### src/rtl/jscan_pkg.sv
package jscan_pkg;

    typedef enum logic [2:0] {
        PH_IDLE  = 3'd0,
        PH_RST1  = 3'd1,
        PH_NAV   = 3'd2,
        PH_SHIFT = 3'd3,
        PH_RST2  = 3'd4,
        PH_DRAIN = 3'd5
    } jscan_phase_e;

    localparam int unsigned JSCAN_WORD_BITS   = 32;
    localparam int unsigned JSCAN_RESET_TICKS = 6;
    localparam int unsigned JSCAN_NAV_TICKS   = 4;

endpackage

### src/rtl/jscan_tck_gen.sv
module jscan_tck_gen #(
    parameter int unsigned HALF_PERIOD = 2
) (
    input  logic clk,
    input  logic rst_n,
    input  logic run,
    output logic tck,
    output logic rise_now,
    output logic fall_now
);
    localparam int unsigned CW = (HALF_PERIOD > 1) ? $clog2(HALF_PERIOD) : 1;

    logic [CW-1:0] cnt_q;
    logic          tck_q;
    logic          wrap;

    assign wrap     = run && (cnt_q == CW'(HALF_PERIOD - 1));
    assign rise_now = wrap && !tck_q;
    assign fall_now = wrap && tck_q;
    assign tck      = tck_q;

    always_ff @(posedge clk or negedge rst_n) begin
        if (!rst_n) begin
            cnt_q <= '0;
            tck_q <= 1'b0;
        end else if (!run) begin
            cnt_q <= '0;
            tck_q <= 1'b0;
        end else if (wrap) begin
            cnt_q <= '0;
            tck_q <= ~tck_q;
        end else begin
            cnt_q <= cnt_q + 1'b1;
        end
    end
endmodule

### src/rtl/jscan_idstore.sv
module jscan_idstore #(
    parameter int unsigned MAX_DEV = 4
) (
    input  logic                           clk,
    input  logic                           rst_n,
    input  logic                           clr,
    input  logic                           wr,
    input  logic [31:0]                    wdata,
    output logic [$clog2(MAX_DEV+1)-1:0]   count,
    output logic [MAX_DEV*32-1:0]          slots
);
    localparam int unsigned CNT_W = $clog2(MAX_DEV + 1);

    logic [CNT_W-1:0] count_q;

    always_ff @(posedge clk or negedge rst_n) begin
        if (!rst_n)                                      count_q <= '0;
        else if (clr)                                    count_q <= '0;
        else if (wr && (count_q < CNT_W'(MAX_DEV)))      count_q <= count_q + 1'b1;
    end

    assign count = count_q;

    for (genvar g = 0; g < MAX_DEV; g++) begin : g_slot
        logic [31:0] word_q;
        always_ff @(posedge clk or negedge rst_n) begin
            if (!rst_n)                               word_q <= '0;
            else if (wr && (count_q == CNT_W'(g)))    word_q <= wdata;
        end
        assign slots[g*32 +: 32] = word_q;
    end
endmodule

### src/rtl/jscan_id_scanner.sv
module jscan_id_scanner
    import jscan_pkg::*;
#(
    parameter int unsigned MAX_DEV     = 4,
    parameter int unsigned HALF_PERIOD = 2
) (
    input  logic                         clk,
    input  logic                         rst_n,
    input  logic                         start,
    input  logic                         tdo,
    output logic                         tck,
    output logic                         tms,
    output logic                         tdi,
    output logic                         done,
    output logic [$clog2(MAX_DEV+1)-1:0] id_count,
    output logic [MAX_DEV*32-1:0]        id_words
);
    localparam int unsigned DEV_W  = (MAX_DEV > 1) ? $clog2(MAX_DEV) : 1;
    localparam int unsigned STEP_W = 5;
    localparam logic [STEP_W-1:0] LAST_BIT = STEP_W'(JSCAN_WORD_BITS - 1);
    localparam logic [STEP_W-1:0] LAST_RST = STEP_W'(JSCAN_RESET_TICKS - 1);
    localparam logic [STEP_W-1:0] LAST_NAV = STEP_W'(JSCAN_NAV_TICKS - 1);
    localparam logic [DEV_W-1:0]  LAST_DEV = DEV_W'(MAX_DEV - 1);

    typedef struct packed {
        jscan_phase_e      phase;
        logic [STEP_W-1:0] step;
        logic [DEV_W-1:0]  dev;
        logic [31:0]       shreg;
        logic              tms;
        logic              tdi;
        logic              done;
    } scan_state_t;

    scan_state_t  st_d, st_q;
    logic         run, rise_now, fall_now;
    logic         wr, clr;
    logic [31:0]  wdata, word;
    jscan_phase_e phase_q;

    assign run     = (st_q.phase != PH_IDLE);
    assign phase_q = st_q.phase;

    jscan_tck_gen #(.HALF_PERIOD(HALF_PERIOD)) u_tck (
        .clk      (clk),
        .rst_n    (rst_n),
        .run      (run),
        .tck      (tck),
        .rise_now (rise_now),
        .fall_now (fall_now)
    );

    jscan_idstore #(.MAX_DEV(MAX_DEV)) u_store (
        .clk   (clk),
        .rst_n (rst_n),
        .clr   (clr),
        .wr    (wr),
        .wdata (wdata),
        .count (id_count),
        .slots (id_words)
    );

    // TMS level the chain must see on the next TCK rise for a given position
    function automatic logic tms_for(jscan_phase_e p, logic [STEP_W-1:0] s,
                                     logic [DEV_W-1:0] d);
        case (p)
            PH_NAV:   return (s == STEP_W'(1));
            PH_SHIFT: return (d == LAST_DEV) && (s == LAST_BIT);
            default:  return 1'b1;
        endcase
    endfunction

    always_comb begin
        st_d      = st_q;
        st_d.done = 1'b0;
        wr        = 1'b0;
        clr       = 1'b0;
        word      = {tdo, st_q.shreg[31:1]};
        wdata     = word;

        case (st_q.phase)
            PH_IDLE: begin
                if (start) begin
                    st_d.phase = PH_RST1;
                    st_d.step  = '0;
                    st_d.tms   = 1'b1;
                    st_d.tdi   = 1'b0;
                    clr        = 1'b1;
                end
            end
            PH_RST1: begin
                if (rise_now) begin
                    if (st_q.step == LAST_RST) begin
                        st_d.phase = PH_NAV;
                        st_d.step  = '0;
                    end else begin
                        st_d.step = st_q.step + 1'b1;
                    end
                end
            end
            PH_NAV: begin
                if (rise_now) begin
                    if (st_q.step == LAST_NAV) begin
                        st_d.phase = PH_SHIFT;
                        st_d.step  = '0;
                        st_d.dev   = '0;
                    end else begin
                        st_d.step = st_q.step + 1'b1;
                    end
                end
            end
            PH_SHIFT: begin
                if (rise_now) begin
                    st_d.shreg = word;
                    if (st_q.step == LAST_BIT) begin
                        wr        = (word != 32'h0) && (word != 32'hFFFF_FFFF);
                        st_d.step = '0;
                        if (st_q.dev == LAST_DEV) st_d.phase = PH_RST2;
                        else                      st_d.dev   = st_q.dev + 1'b1;
                    end else begin
                        st_d.step = st_q.step + 1'b1;
                    end
                end
            end
            PH_RST2: begin
                if (rise_now) begin
                    if (st_q.step == LAST_RST) st_d.phase = PH_DRAIN;
                    else                       st_d.step  = st_q.step + 1'b1;
                end
            end
            PH_DRAIN: begin
                if (fall_now) begin
                    st_d.phase = PH_IDLE;
                    st_d.done  = 1'b1;
                end
            end
            default: st_d.phase = PH_IDLE;
        endcase

        // pins move only on the falling edge, for the position just reached
        if (fall_now) begin
            st_d.tms = tms_for(st_d.phase, st_d.step, st_d.dev);
            st_d.tdi = (st_d.phase == PH_SHIFT);
        end
    end

    always_ff @(posedge clk or negedge rst_n) begin
        if (!rst_n) begin
            st_q.phase <= PH_IDLE;
            st_q.step  <= '0;
            st_q.dev   <= '0;
            st_q.shreg <= '0;
            st_q.tms   <= 1'b1;
            st_q.tdi   <= 1'b0;
            st_q.done  <= 1'b0;
        end else begin
            st_q <= st_d;
        end
    end

    assign tms  = st_q.tms;
    assign tdi  = st_q.tdi;
    assign done = st_q.done;
endmodule

### config.mk
export PLATFORM = sky130hd
export DESIGN_NAME = jscan_id_scanner
export DESIGN_NICKNAME = d
export VERILOG_FILES = /design/src/rtl/jscan_pkg.sv /design/src/rtl/jscan_tck_gen.sv /design/src/rtl/jscan_idstore.sv /design/src/rtl/jscan_id_scanner.sv
export SDC_FILE = /design/constraint.sdc
export NUM_CORES = 1
export LEC_CHECK = 0
export BUFFER_PORTS_ARGS = -buffer_cell sky130_fd_sc_hd__buf_2
export CAP_MARGIN = 40
export CORE_ASPECT_RATIO = 0.5
export CORE_MARGIN = 8
export CORE_UTILIZATION = 60
export CTS_CLUSTER_DIAMETER = 100
export DETAILED_ROUTE_END_ITERATION = 10
export PLACE_DENSITY = 0.86
export SKIP_LAST_GASP = 1
export SYNTH_ARGS = -nofsm -noshare
export SYNTH_HDL_FRONTEND = slang
export SYNTH_SLANG_ARGS = --single-unit
export TNS_END_PERCENT = 20
### constraint.sdc
create_clock -name clk -period 3.58 [get_ports clk]
set_input_delay 0.537 -clock clk [delete_from_list [all_inputs] [get_ports clk]]
set_output_delay 0.537 -clock clk [all_outputs]
set_load 0.03 [all_outputs]
# Word-level counts from Yosys, hierarchy flattened
# Index checks and enable logic that the tools add are counted.
# totals
input_bits	4
memories	0
reg_bits	178
latchBits	0
romBits	0
elab_cells	97
ram_bits	0
# classes
shifts	0
n_reduce_logical	20
mux	38
eq_ne	19
mul	0
order_cmp	1
add_sub_neg	4
bitwise	1
div	0
# op_table
cell	count
$mux 42	1
$ne 32x32->1 const B	1
$reduce_bool 32->1	1
$pmux 5 s5	1
$mux 3	8
$mux 8	3
$mux 5	4
$eq 3x2->1 const B	6
$pmux 3 s6	1
$mux 2	6
$mux 1	11
$eq 5x5->1 const B	2
$logic_and 1x1->1	10
$mux 10	1
$eq 3x1->1 const B	2
$eq 3x3->1 const B	2
$logic_not 3->1	2
$reduce_bool 2->1	3
$add 5x1->5 const B	1
$eq 5x1->1 const B	1
$eq 5x2->1 const B	1
$eq 5x3->1 const B	1
$eq 2x2->1 const B	2
$pmux 2 s2	1
10 further kinds	11

# Logic depth before layout (Yosys ltp)
# Gate-level depths: netlist of the first run.
# depth
ltp_word	9
mapped_depth	12

# Modules after synthesis
# A second synthesis of the first run with hierarchy kept.
# hier_totals
cells_unflattened	503
hier_area_um2	7415.9
# by_module_without_submodules
mod	seq_area_each_um2	instances	area_each_um2	cells_per_inst
jscan_idstore	3278.1	1	5028.6	290
jscan_id_scanner	1102.3	1	2298.5	205
jscan_tck_gen	50.0	1	88.8	8

# Worst setup path after synthesis of the first run
# OpenSTA, ideal clock, no wires.
# synth_timing
kind	register to register
startpoint	register st_q[39] (netlist bit)
endpoint	register u_store.g_slot[1].word_q[0]
path_slack_ns	1.192
setup_time_ns	0.128
arrival_time_ns	2.261
synth_period_minus_slack_ns	2.388
path_stages_with_launch	12
cell_sequence	dfrtp_1 -> clkbuf_1 -> and3_1 -> ha_1 -> clkbuf_2 -> o211ai_1 -> a21oi_1 -> and2_1 -> buf_2 -> nand2_2 -> buf_2 -> mux2_1
# synth_via
elab_chain_cells	5
# synth_lines
element	line_no	text
start, declared	jscan_id_scanner.sv:35	scan_state_t st_d, st_q;
start signal, assigned	jscan_id_scanner.sv:157	st_q <= st_d;
$eq 5x5->1	jscan_id_scanner.sv:115	if (st_q.step == LAST_BIT) begin
$mux 1	jscan_id_scanner.sv:115	
$mux 1	jscan_id_scanner.sv:113	if (rise_now) begin
$mux 1	jscan_id_scanner.sv:81	case (st_q.phase)
$logic_and 1x1->1	jscan_idstore.sv:28	else if (wr && (count_q == CNT_W'(g))) word_q <= wdata;
end signal, assigned	jscan_idstore.sv:28	
end, declared	jscan_idstore.sv:25	logic [31:0] word_q;
# Every way passes these cells.
# A chain may end at the register's enable or synchronous reset.

# Final worst setup path of the first run
# layout_timing
startpoint	register st_q[37] (netlist bit)
endpoint	register u_store.g_slot[2].word_q[31]
# layout_via
elab_chain_cells	5
# layout_lines
element	line_no
$eq 5x5->1	jscan_id_scanner.sv:115
$mux 1	jscan_id_scanner.sv:115
$mux 1	jscan_id_scanner.sv:113
$mux 1	jscan_id_scanner.sv:81
$logic_and 1x1->1	jscan_idstore.sv:28
end signal, assigned	jscan_idstore.sv:28
end, declared	jscan_idstore.sv:25
# Every way passes these cells.

==> out/summary.txt, run 1 <==
Syn Nets -> 541
met1 Usage GRT -> 26.4%
number of synthesized register bits -> 177
Final min period -> 3.05 ns
kind of critical path -> reg -> reg
fin worst setup slack -> 0.528 ns
site row count -> 29
drt pass-1 iters -> 4
final setup vio count -> 0
Tightest Hold Check Type -> in -> async
crit path DAT -> 3.35 ns
Seq/Total Area, Yosys -> 59.1%
Synth Flop Type -> dfrtp_1
P per Cell Area -> 445 nW/µm²
total gr overflow -> 0
Internal -> 3.08 mW
final-stage net count -> 678
H-tree depth -> 4
Layout fillers -> 791
top-count cell post-synth -> dfrtp_1
synth cell count leaders -> dfrtp_1, mux2_2, nand2_1, a21oi_1, nand4_1
GR Util met3 -> 5.22%
GRT Max-Usage Layer -> met2
Synth top area share -> 58.7%
syn_area_per_cell -> 14.2 µm²
die width -> 174 µm
Final period util -> 85.3%
Syn Inst Count -> 527
clock buffer depth -> 2
fmax -> 0.328 GHz
Worst Setup End Kind -> register
routed via count -> 4863
RR Startpoint -> st_q[37]
WL per Instance -> 20.4 µm
global-route wire length before repair -> 28.2 mm
Final Non-Filler Cells -> 847
fraction of layout cells with a size suffix above 1 -> 51.8%
full die area -> 16600 µm²
Worst-Skew Late Latency -> 0.43 ns
Via density -> 5.74
GRT Overall Usage -> 21.5%
number of clock sinks -> 177
DRC viols -> 0
post-synth cell types -> 59
Hold Slack -> 0.204 ns
initial core utilization -> 60.3%
post-route ant nets -> 0
Diodes inserted -> 0
crit-path max FO -> 32
Logic pwr share -> 1.3%
setup_tns -> 0 ns
max cap viols -> 0
CTS resizes -> 0
number of port buffers -> 138
Routed WL -> 17.3 mm
post-CTS setup repair buffer count -> 0
Finished Core Util -> 71.7%
CP Launch Type -> register
placed insts -> 815
GPL Wtd Cong -> 0.890
Yosys warning count -> 0
required time of the critical path -> 3.88 ns
Crit. Startpoint -> st_q[37]
outcome -> completed
TritonCTS clock tree -> done
Die H -> 95.1 µm
Synth area leader -> dfrtp_1
root buf cell -> clkbuf_16
sequential power share -> 50.6%
pin count of the biggest net entering global routing -> 94
Worst-path clk slew -> 0.07 ns
worst rel slew slack -> 42.4%
number of synthesized flops with an enable pin -> 0
post-place setup slack -> 0.559 ns
initial antenna violation count -> 0
GRT met2 Usage -> 38.1%
Synth async-reset ratio -> 100%
Inserted Clock Buffers -> 17
number of global-route vias before repair -> 5136
Final Hold Viols -> 0
area grow syn2layout -> 18.9%
Final Max Slew Viols -> 0
Worst Max-Slew Pin Slew -> 0.864 ns
Sw Pwr -> 0.893 mW
RSZ-0062 raised after global routing -> no
FF/Latch Area -> 4430 µm²
Sw Ratio -> 22.5%
clock power share -> 48.1%
hpwl dp -> 11.8 mm
IO Pins -> 139
initial drt markers -> 333
Multi-input gate area -> 2850 µm²
clk_skew -> 0.0149 ns
Hold-fix buffers, CTS -> 0
VDD IR-drop max -> 0.000346 V
leakage -> 4.90 nW
Synth area leaders -> dfrtp_1, mux2_2, ha_1, nand4_1, clkbuf_8
core box area -> 12400 µm²
Mapped Area -> 7500 µm²
==> logic make-up after synthesis <==
kind of cell    share of synthesized area, %
compound gates                          4.02
mux                                     24.1
buf+inv                                 2.95
simple gates                            7.94
fa+ha+maj                               1.67
xor+xnor                               0.234
flops                                   59.1
==> layout make-up <==
| class | count | area share, % |
|---|---|---|
| clock inverters | 14 | 2.10 |
| inverters | 10 | 0.421 |
| flip-flops and latches | 177 | 49.7 |
| multi-input cells | 313 | 31.9 |
| clock buffers | 18 | 4.81 |
| well taps | 170 | 2.38 |
| repair buffers | 145 | 8.68 |
==> registers in the layout (all words and copies together) (netlist names) <==
register               flops
tdi                        1
u_store.g_slot.word_q    128
u_store.count              3
phase_q                    3
done                       1
u_tck.cnt_q                1
u_tck.tck                  1
tms                        1
st_q                      38
==> through the flow <==
step | instance area, µm² | power (mW)
2_1_floorplan | 7500 | 2.05
3_3_place_gp | 8310 | 2.10
3_5_place_dp | 8310 | 2.10
4_1_cts | 8920 | 4.00
5_1_grt | 8920 | 4.09
6_report | 8920 | 3.97
==> layer usage <==
layer  part of all wire (%)  vias up
li1                       -     2208
met1                     43     2534
met2                     52       98
met3                    4.4       23
met4                    1.4        0
met5                      0        -
==> power by group through the flow <==
stage / Clock, mW / Sequential [mW] / Combinational [mW]
finish: 1.91 / 2.01 / 0.0499
global route: 2.02 / 2.01 / 0.0587
CTS: 1.94 / 2.01 / 0.0525
detailed placement: 0 / 2.05 / 0.0519
global placement: 0 / 2.05 / 0.0499
floorplan: 0 / 2.04 / 0.00434
==> critical path, stage by stage, from the launching register on <==
cell	delay, ns
dfrtp_1	0.45
ha_1	0.25
and3_1	0.20
ha_1	0.34
o211ai_1	0.13
a21oi_1	0.21
and2_1	0.32
nand2_2	0.54
mux2_2	0.48
==> worst paths after layout <==
| path | slack, ns | to | cells after the start |
|---|---|---|---|
| max in group asynchronous | 2.42 | u_store.g_slot[1].word_q[14] | 2 |
| min in group clk | 0.47 | u_store.g_slot[3].word_q[31] | 2 |
| setup reg to reg | 0.53 | u_store.g_slot[2].word_q[31] | 8 |
| hold / removal | 0.20 | u_store.g_slot[3].word_q[27] | 1 |
| hold reg to reg | 0.49 | u_store.g_slot[1].word_q[29] | 1 |
| setup / recovery | 0.53 | u_store.g_slot[2].word_q[31] | 8 |
==> cells in the final DEF (no fill, tap or decap), types with 3 or more instances in the layout <==
cell | synthesis | layout
a21oi_1 | 14 | 14
and3_2 | 3 | 3
buf_2 | 13 | 137
buf_4 | 1 | 5
clkbuf_16 | 0 | 17
dfrtp_1 | 176 | 176
ha_1 | 10 | 10
inv_1 | 10 | 10
inv_6 | 0 | 3
inv_8 | 0 | 4
mux2_1 | 5 | 5
mux2_2 | 154 | 154
nand2_1 | 15 | 15
nand2_2 | 4 | 4
nand2b_1 | 4 | 4
nand3_1 | 12 | 12
nand4_1 | 14 | 14
nor2_1 | 9 | 9
nor3_1 | 4 | 4
nor4_1 | 11 | 11
o211ai_1 | 4 | 4
o21ai_0 | 8 | 8
o221ai_1 | 3 | 3
Power figures use the tool's default switching activity.
==> run 2, diff against run 1 <==
Settings changed: CTS_BUF_LIST set to sky130_fd_sc_hd__clkbuf_2 sky130_fd_sc_hd__clkbuf_4 sky130_fd_sc_hd__clkbuf_8, SLEW_MARGIN set to 10.
==> out/summary.txt, run 2 (synthesized netlist as in run 1, its figures left out) <==
outcome -> completed (unchanged)
required time of the critical path -> 3.89 ns (was 3.88 ns)
site row count -> 29 (unchanged)
GPL Wtd Cong -> 0.890 (unchanged)
placed insts -> 815 (unchanged)
setup_tns -> 0 ns (unchanged)
Diodes inserted -> 0 (unchanged)
Final Non-Filler Cells -> 847 (unchanged)
Worst Reg-to-Reg Cells -> 8 (unchanged)
Finished Core Util -> 70.2% (was 71.7%)
hpwl dp -> 11.8 mm (unchanged)
area grow syn2layout -> 16.4% (was 18.9%)
GRT Overall Usage -> 20.7% (was 21.5%)
final setup vio count -> 0 (unchanged)
M1 WL -> 7.22 mm (was 7.36 mm)
most frequent cells in the layout -> dfrtp_1, mux2_2, buf_2 (unchanged)
max FFs per register -> 128 (unchanged)
CP Launch Type -> register (unchanged)
Worst Setup End Kind -> register (unchanged)
TritonCTS clock tree -> done (unchanged)
kind of critical path -> reg -> reg (unchanged)
metal3 WL -> 743 µm (was 761 µm)
crit path DAT -> 3.35 ns (about the same)
post-CTS setup repair buffer count -> 0 (unchanged)
core box area -> 12400 µm² (unchanged)
Final Hold Viols -> 0 (unchanged)
number of global-route vias before repair -> 5027 (was 5136)
root buf cell -> clkbuf_8 (was clkbuf_16)
Layout fillers -> 833 (was 791)
worst rel slew slack -> 43.8% (was 42.4%)
Via density -> 5.71 (was 5.74)
post-route ant nets -> 0 (unchanged)
initial core utilization -> 60.3% (unchanged)
clock buffer depth -> 2 (unchanged)
CTS resizes -> 0 (unchanged)
number of port buffers -> 138 (unchanged)
leakage -> 4.81 nW (was 4.90 nW)
total gr overflow -> 0 (unchanged)
Inserted Clock Buffers -> 17 (unchanged)
crit-path max FO -> 32 (unchanged)
clk_skew -> 0.0177 ns (was 0.0149 ns)
Final Max Slew Viols -> 0 (unchanged)
global-route wire length before repair -> 27.3 mm (was 28.2 mm)
initial drt markers -> 400 (was 333)
Worst-Skew Late Latency -> 0.44 ns (was 0.43 ns)
commonest non-fill, non-tap cell in the layout -> dfrtp_1 (unchanged)
CP endpoint -> u_store.g_slot[2].word_q[31] (unchanged)
Hold-fix buffers, CTS -> 0 (unchanged)
RSZ-0062 raised after global routing -> no (unchanged)
final-stage net count -> 678 (unchanged)
initial antenna violation count -> 0 (unchanged)
max cap viols -> 0 (unchanged)
fraction of layout cells with a size suffix above 1 -> 52.0% (was 51.8%)
H-tree depth -> 4 (unchanged)
IO Pins -> 139 (unchanged)
Crit. Startpoint -> st_q[37] (unchanged)
fmax -> 0.329 GHz (was 0.328 GHz)
highest routed metal layer -> met4 (unchanged)
number of clock sinks -> 177 (unchanged)
top flop regs -> u_store.g_slot.word_q: 128 flops, st_q: 38 flops (unchanged)
drt pass-1 iters -> 4 (unchanged)
DRC viols -> 0 (unchanged)
RR Startpoint -> st_q[37] (unchanged)
P per Cell Area -> 400 nW/µm² (was 445 nW/µm²)
routed via count -> 4835 (was 4863)
FF-to-FF End -> u_store.g_slot[2].word_q[31] (unchanged)
WL per Instance -> 19.6 µm (was 20.4 µm)
R2R setup slack -> 0.54 ns (was 0.53 ns)
metal2 WL -> 8.38 mm (was 8.95 mm)
Final min period -> 3.04 ns (was 3.05 ns)
pin count of the biggest net entering global routing -> 94 (unchanged)
full die area -> 16600 µm² (unchanged)
Worst-path clk slew -> 0.10 ns (was 0.07 ns)
Hold Slack -> 0.166 ns (was 0.204 ns)
Final period util -> 84.9% (was 85.3%)
Tightest Hold Check Type -> in -> async (unchanged)
Die H -> 95.1 µm (unchanged)
Routed WL -> 16.6 mm (was 17.3 mm)
die width -> 174 µm (unchanged)
VDD IR-drop max -> 0.000273 V (was 0.000346 V)
Reg with most FFs -> u_store.g_slot.word_q (unchanged)
Worst Max-Slew Pin Slew -> 0.840 ns (was 0.864 ns)
-- run 2: area by class of cell --
type	instances	area, µm²	area share [%]
inverters	10	37.5	0.430
clock buffers	18	241	2.76
clock inverters	14	188	2.15
repair buffers	145	774	8.87
well taps	170	213	2.44
multi-input cells	313	2850	32.6
flip-flops and latches	177	4430	50.7
-- run 2: layer usage --
layer / global-route usage, % / vias to the layer above
met4: 7.14 / 0
met5: 0 / -
met1: 25.6 / 2526
li1: - / 2194
met2: 35.9 / 100
met3: 4.82 / 15
-- run 2: worst min-delay path by stage --
stage	cells after the start	slack [ns]	endpoint	startpoint
3_3_place_gp	1	0.47	u_store.g_slot[0].word_q[9]	u_store.g_slot[0].word_q[9]
4_1_cts	1	0.18	u_store.g_slot[3].word_q[27]	rst_n
3_5_place_dp	1	0.48	u_store.g_slot[0].word_q[9]	u_store.g_slot[0].word_q[9]
2_1_floorplan	0	0.24	done	rst_n
5_1_grt	1	0.22	u_store.g_slot[2].word_q[27]	rst_n
6_report	1	0.17	u_store.g_slot[3].word_q[26]	rst_n
-- run 2: stage by stage --
stage	total power, mW	worst slack, ns	instance area (µm²)
CTS	3.53	0.548	8730
floorplan	2.05	1.19	7500
global route	3.61	0.284	8730
finish	3.50	0.540	8730
detailed placement	2.10	0.559	8310
global placement	2.10	0.723	8310
-- run 2: where the power goes --
part / switching, mW / total (mW) / internal (mW)
Clock: 0.776 / 1.44 / 0.666
Combinational: 0.0410 / 0.0492 / 0.00819
Sequential: 0.00672 / 2.01 / 2.00
-- run 2: worst max-delay path: stages (launching register included) --
cell and delay [ns]:
dfrtp_1 0.45, ha_1 0.26, and3_1 0.20, ha_1 0.31, o211ai_1 0.13, a21oi_1 0.21, and2_1 0.32, nand2_2 0.54
mux2_2 0.48
